### src/rtl/stby_pkg.sv
// Shared types and field positions for the standby STOP controller.
// Assumes an 8-bit control byte and an 8-bit oscillator-option byte.
package stby_pkg;
    typedef enum logic [1:0] {
        ST_RUN  = 2'd0,
        ST_STOP = 2'd1,
        ST_WARM = 2'd2
    } stby_state_e;

    localparam int STP_BIT = 0;  // stop request bit in the control byte
    localparam int EXT_BIT = 7;  // external-clock select in the option byte
endpackage

### src/rtl/stby_regs.sv
// Holds the standby control byte and the oscillator options.
// Accepts writes only in run; only the dedicated full-byte access may
// touch the control byte. Drops the stop bit when an interrupt is pending.
// Clears the stop bit when the sequencer finishes settling.
module stby_regs
    import stby_pkg::*;
#(
    parameter int SEL_W = 3
) (
    input  logic             clk,
    input  logic             rst_n,
    input  logic             run,
    input  logic             wake_done,
    input  logic             ctl_wr_en,
    input  logic             ctl_wr_kind,
    input  logic [7:0]       ctl_wdata,
    input  logic             osc_wr_en,
    input  logic [7:0]       osc_wdata,
    input  logic             irq_pending,
    output logic [7:0]       mode_q,
    output logic             ext_clk,
    output logic [SEL_W-1:0] stab_sel,
    output logic             enter_stop
);
    logic       ctl_take;
    logic [7:0] ctl_masked;

    // Qualify a control write: run state and the dedicated access only.
    assign ctl_take   = run && ctl_wr_en && ctl_wr_kind;
    assign enter_stop = ctl_take && ctl_wdata[STP_BIT] && !irq_pending;

    // Discard the stop request when an interrupt is already pending.
    always_comb begin
        ctl_masked          = ctl_wdata;
        ctl_masked[STP_BIT] = ctl_wdata[STP_BIT] & ~irq_pending;
    end

    // Control byte storage with hardware clear of the stop bit on wake.
    always_ff @(posedge clk) begin
        if (!rst_n) begin
            mode_q <= '0;
        end else if (ctl_take) begin
            mode_q <= ctl_masked;
        end else if (wake_done) begin
            mode_q[STP_BIT] <= 1'b0;
        end
    end

    // Oscillator option fields, written in run only.
    always_ff @(posedge clk) begin
        if (!rst_n) begin
            ext_clk  <= 1'b0;
            stab_sel <= '0;
        end else if (run && osc_wr_en) begin
            ext_clk  <= osc_wdata[EXT_BIT];
            stab_sel <= osc_wdata[SEL_W-1:0];
        end
    end
endmodule

### src/rtl/stby_seq.sv
// Run/stop/settle sequencer with the oscillator settling counter.
// Assumes irq_pending is the only wake source; reset is handled synchronously.
// Settling lasts 2^(stab_sel+STAB_BASE) cycles.
module stby_seq
    import stby_pkg::*;
#(
    parameter int SEL_W     = 3,
    parameter int STAB_BASE = 2
) (
    input  logic             clk,
    input  logic             rst_n,
    input  logic             enter_stop,
    input  logic             irq_pending,
    input  logic [SEL_W-1:0] stab_sel,
    output stby_state_e      state,
    output logic             wake_done
);
    localparam int CNT_W = (1 << SEL_W) + STAB_BASE;

    logic [CNT_W-1:0] cnt;
    logic [CNT_W-1:0] load_val;

    // Settling length minus one, so the counter ends at zero.
    assign load_val  = (CNT_W'(1) << (CNT_W'(stab_sel) + CNT_W'(STAB_BASE))) - CNT_W'(1);
    assign wake_done = (state == ST_WARM) && (cnt == '0);

    // State transitions and settling count.
    always_ff @(posedge clk) begin
        if (!rst_n) begin
            state <= ST_RUN;
            cnt   <= '0;
        end else begin
            unique case (state)
                ST_RUN: if (enter_stop) state <= ST_STOP;
                ST_STOP: if (irq_pending) begin
                    state <= ST_WARM;
                    cnt   <= load_val;
                end
                ST_WARM: if (cnt == '0) state <= ST_RUN;
                         else           cnt   <= cnt - CNT_W'(1);
                default: state <= ST_RUN;
            endcase
        end
    end
endmodule

### src/rtl/stby_pins.sv
// Decodes the sequencer state into clock-gate and pad-control outputs.
// Purely combinational; all outputs change together with the state.
module stby_pins
    import stby_pkg::*;
#(
    parameter int AD_W = 8,
    parameter int HI_W = 12
) (
    input  stby_state_e     state,
    input  logic            ext_clk,
    input  logic            adc_en,
    output logic            osc_en,
    output logic            sysclk_en,
    output logic            strobe_oe,
    output logic [AD_W-1:0] ad_oe,
    output logic [HI_W-1:0] addr_hi_low,
    output logic            osc_clamp,
    output logic            adc_leak
);
    logic run;

    // Clock controls and single-bit pad controls.
    always_comb begin
        run       = (state == ST_RUN);
        osc_en    = (state != ST_STOP);
        sysclk_en = run;
        strobe_oe = run;
        osc_clamp = (state == ST_STOP) && !ext_clk;
        adc_leak  = !run && adc_en;
    end

    // One drive enable or force-low per bus line.
    for (genvar i = 0; i < AD_W; i++) begin : g_ad
        assign ad_oe[i] = run;
    end
    for (genvar j = 0; j < HI_W; j++) begin : g_hi
        assign addr_hi_low[j] = !run;
    end
endmodule

### src/rtl/stby_stop_ctl.sv
// Top of the standby STOP-mode entry controller.
// Connects register storage, the sequencer and the pad-control decode.
// Assumes one write strobe per cycle and a free-running control clock.
module stby_stop_ctl
    import stby_pkg::*;
#(
    parameter int SEL_W     = 3,
    parameter int STAB_BASE = 2,
    parameter int AD_W      = 8,
    parameter int HI_W      = 12
) (
    input  logic            clk,
    input  logic            rst_n,
    input  logic            ctl_wr_en,
    input  logic            ctl_wr_kind,
    input  logic [7:0]      ctl_wdata,
    input  logic            osc_wr_en,
    input  logic [7:0]      osc_wdata,
    input  logic            irq_pending,
    input  logic            adc_en,
    output logic [7:0]      mode_q,
    output logic            osc_en,
    output logic            sysclk_en,
    output logic            strobe_oe,
    output logic [AD_W-1:0] ad_oe,
    output logic [HI_W-1:0] addr_hi_low,
    output logic            osc_clamp,
    output logic            adc_leak
);
    stby_state_e      state;
    logic             wake_done;
    logic             enter_stop;
    logic             ext_clk;
    logic [SEL_W-1:0] stab_sel;

    stby_regs #(.SEL_W(SEL_W)) u_regs (
        .clk         (clk),
        .rst_n       (rst_n),
        .run         (state == ST_RUN),
        .wake_done   (wake_done),
        .ctl_wr_en   (ctl_wr_en),
        .ctl_wr_kind (ctl_wr_kind),
        .ctl_wdata   (ctl_wdata),
        .osc_wr_en   (osc_wr_en),
        .osc_wdata   (osc_wdata),
        .irq_pending (irq_pending),
        .mode_q      (mode_q),
        .ext_clk     (ext_clk),
        .stab_sel    (stab_sel),
        .enter_stop  (enter_stop)
    );

    stby_seq #(.SEL_W(SEL_W), .STAB_BASE(STAB_BASE)) u_seq (
        .clk         (clk),
        .rst_n       (rst_n),
        .enter_stop  (enter_stop),
        .irq_pending (irq_pending),
        .stab_sel    (stab_sel),
        .state       (state),
        .wake_done   (wake_done)
    );

    stby_pins #(.AD_W(AD_W), .HI_W(HI_W)) u_pins (
        .state       (state),
        .ext_clk     (ext_clk),
        .adc_en      (adc_en),
        .osc_en      (osc_en),
        .sysclk_en   (sysclk_en),
        .strobe_oe   (strobe_oe),
        .ad_oe       (ad_oe),
        .addr_hi_low (addr_hi_low),
        .osc_clamp   (osc_clamp),
        .adc_leak    (adc_leak)
    );
endmodule

### config.mk
export PLATFORM = sky130hd
export DESIGN_NAME = stby_stop_ctl
export DESIGN_NICKNAME = d
export VERILOG_FILES = /design/src/rtl/stby_pkg.sv /design/src/rtl/stby_regs.sv /design/src/rtl/stby_seq.sv /design/src/rtl/stby_pins.sv /design/src/rtl/stby_stop_ctl.sv
export SDC_FILE = /design/constraint.sdc
export NUM_CORES = 1
export LEC_CHECK = 0
export BUFFER_PORTS_ARGS = -buffer_cell sky130_fd_sc_hd__buf_2
export CAP_MARGIN = 20
export CORE_MARGIN = 3
export CORE_UTILIZATION = 45
export CTS_CLUSTER_DIAMETER = 50
export DETAILED_ROUTE_END_ITERATION = 8
export GPL_TIMING_DRIVEN = 0
export PLACE_DENSITY = 0.73
export SLEW_MARGIN = 20
export SYNTH_ARGS = -nofsm -noshare
export SYNTH_HDL_FRONTEND = slang
export SYNTH_SLANG_ARGS = --single-unit
export TNS_END_PERCENT = 30
### constraint.sdc
create_clock -name clk -period 2.8 [get_ports clk]
set_input_delay 0.56 -clock clk [delete_from_list [all_inputs] [get_ports clk]]
set_output_delay 0.56 -clock clk [all_outputs]
set_load 0.05 [all_outputs]
==> reports/summary.txt <==
Status: completed
Total gr overflow: 0
CTS sink cnt: 24
Postcts setup bufs: 0
CTS Buf Count: 3
Finished Layout Cells: 295
Crit. End Element: flip-flop
Average wire per standard cell: 13.17 µm
Vias in the first global route: 1,434
Critical path's top delay family: simple AND/OR/NAND/NOR gates
Total Wirelength: 3.885 mm
Most common cell on crit path: ha_1
Hold wc startpoint: irq_pending
# diodes: 0
GRT Overall Usage: 18.81%
Syn Area/Cell: 8.056 µm²
Required @ worst endpoint: 3040 ps
CP Data Arrival Time: 2860 ps
Layout Nets: 283
Hold path depth: 2
Pint: 0.5644 mW
Slowest stage delay, CP: 690 ps
Max_cap viols: 0
Maximum VDD drop: 0.3014 mV
Area growth from synthesis to layout: 23.53%
Final period utilization: 93.72%
First DRT Iteration DRCs: 145
Commonest cells after routing, fill and taps aside: buf_2 (52), dfxtp_1 (23), a21oi_1 (22)
Worst slew pin tran: 599.6 ps
CP Class: flip-flop to flip-flop
Synth Cell Area: 0.001579 mm²
Via density: 5.353
Most common cell after layout, fill and taps aside: buf_2
Clk_lat worst skew: 320 ps
Flop-to-flop setup slack: 180 ps
Critical path peak fanout: 11
Slew margin rel.: 60.03%
Pre-CTS setup slack: 91.02 ps
Combinational Power Share: 23.4%
Fin. max-slew vios: 0
Leak Pwr: 0.8822 nW
Worst hold-check path type: primary input to flip-flop
Pin count of the biggest net entering global routing: 18
Crit-path cells: inv_1 -> ha_1 -> or4b_2 -> ha_1 -> nor2_1 -> o21ai_0 -> and3_1 -> o32ai_1
Antenna-violating nets left: 0
Vias: 1,579
Worst Clk Skew: 1.797 ps
Core ar.: 0.003203 mm²
Root Buffer: clkbuf_4
Slowest stage cell, crit path: or4b_2
Worst setup SP type: flip-flop
I/O Buffers: 51
Reg-to-Reg End: u_seq.cnt[6]
Seq pwr share: 45.0%
Net Sw Frac: 29.62%
Starting Density: 49.30%
Die Wd: 65.24 µm
Hold slack: 434.2 ps
Sw power: 0.2375 mW
WP buf/inv: 1
Worst Reg2Reg Path Length in Cells: 8
IO Pins: 56
Number of flops mapped to enable cells by yosys: 0
Flops & latches, synth: 24
Row count: 20
Final setup viols: 0
Top_reg_cell synth: dfxtp_1
Unique masters post-synth: 52
Sequential area share after synthesis: 30.43%
Final WS setup: 175.8 ps
P per Cell Area: 411.1 mW/mm²
CP Depth: 8
Initial antenna violation count: 0
Fmax: 0.3811 GHz
DRC Markers: 0
Worst hold endpoint: u_seq.state[0]
Hold buffers post-CTS: 0
Clock power share: 31.6%
RR Startpoint: u_regs.stab_sel[1]
Die H: 65.24 µm
CTS tree: yes
Number of H-tree levels: 1
Final Util: 60.90%
Synth warnings: 0
First-pass GRT wire length: 6.396 mm
RSZ-0062 raised after global routing: no
HPWL after DPL: 2.883 mm
Final Hold Fails: 0
FFs w/ async S/R, synth: 0%
RD Place Congestion: 0.8897
Setup TNS: 0 ps
Post_cts resized: 0
Die area: 0.004256 mm²
Gate Count Post-Synth: 196
Dpl cells: 291
Final Critical Period: 2624 ps
Mapped Nets: 227
Clock buffer depth: 2
Clock transition at the registers of the reported paths: 130 ps
Layout cells sized above 1: 35.46%
Drt first pass iters: 4
## state kept, by name, indices dropped and copies added (netlist names)
signal	cells
u_regs.ext_clk	1
u_seq.cnt	10
u_regs.mode_q	8
u_seq.state	2
u_regs.stab_sel	3
## Yosys cell counts, types with 2 or more instances
cell	count	share of area [%]
a21oi_1	22	7.0
and2_1	2	0.79
and3_1	2	0.79
buf_4	21	10
clkbuf_1	6	1.4
dfxtp_1	24	30
ha_1	8	6.3
inv_1	8	1.9
mux2i_1	2	1.3
nand2_1	20	4.8
nand2b_1	3	1.2
nand3_1	5	1.6
nand3b_1	2	0.95
nor2_1	13	3.1
nor2b_1	2	0.79
nor3_1	4	1.3
nor4_1	6	2.4
o21ai_0	3	0.95
o22ai_1	3	1.2
o311ai_0	2	1.1
o31ai_1	2	0.95
o32ai_1	2	1.1
o41ai_1	2	1.1
or2_2	2	0.79
or3_1	2	0.79
xnor2_1	2	1.1
## metrics by stage
| stage | power, mW | area, µm² |
|---|---|---|
| 6_report | 0.8019 | 1951 |
| 2_1_floorplan | 0.5085 | 1582 |
| 3_5_place_dp | 0.5553 | 1892 |
| 5_1_grt | 0.8339 | 1951 |
| 4_1_cts | 0.8018 | 1944 |
| 3_3_place_gp | 0.5540 | 1892 |
## how the worst max path moves through the flow
stage	start	endpoint	slack, ps
after global placement	u_regs.stab_sel[1]	u_seq.cnt[6]	100
after detailed placement	u_regs.stab_sel[1]	u_seq.cnt[6]	90
after CTS	u_regs.stab_sel[1]	u_seq.cnt[6]	50
after global routing	u_regs.stab_sel[1]	u_seq.cnt[6]	30
after floorplan	u_seq.state[0]	addr_hi_low[10]	150
final	u_regs.stab_sel[1]	u_seq.cnt[6]	180
## cell type report
type | count | area (µm²)
repair buffers | 51 | 255.2
inverters | 8 | 30.03
fillers | 315 | 1252
clock buffers | 3 | 22.52
multi-input cells | 134 | 875.8
clock inverters | 1 | 30.03
flip-flops and latches | 24 | 481.7
well taps | 44 | 55.05
plain buffers | 30 | 200.2
## power groups by stage
stage / Combinational [mW] / Sequential [mW] / Clock [mW]
6_report: 0.188 / 0.361 / 0.253
2_1_floorplan: 0.124 / 0.385 / 0
3_3_place_gp: 0.186 / 0.368 / 0
5_1_grt: 0.204 / 0.363 / 0.267
3_5_place_dp: 0.187 / 0.368 / 0
4_1_cts: 0.188 / 0.361 / 0.253
## routing by layer
metal	track usage (%)	part of all wire, %
met1	24.74	46
met4	6.995	2.0
met2	30.21	45
met5	0	0
met3	3.932	7.0
## cell families (layout without fill, tap and decap cells)
group	Yosys count	in the layout	share of synthesized area (%)
buf+inv	38	93	14.58
simple gates	71	71	23.93
fa+ha+maj	8	8	6.339
xor+xnor	2	2	1.110
mux	2	2	1.268
compound gates	51	51	22.35
flops	24	24	30.43
No activity file was read; power rests on OpenSTA's default activity.
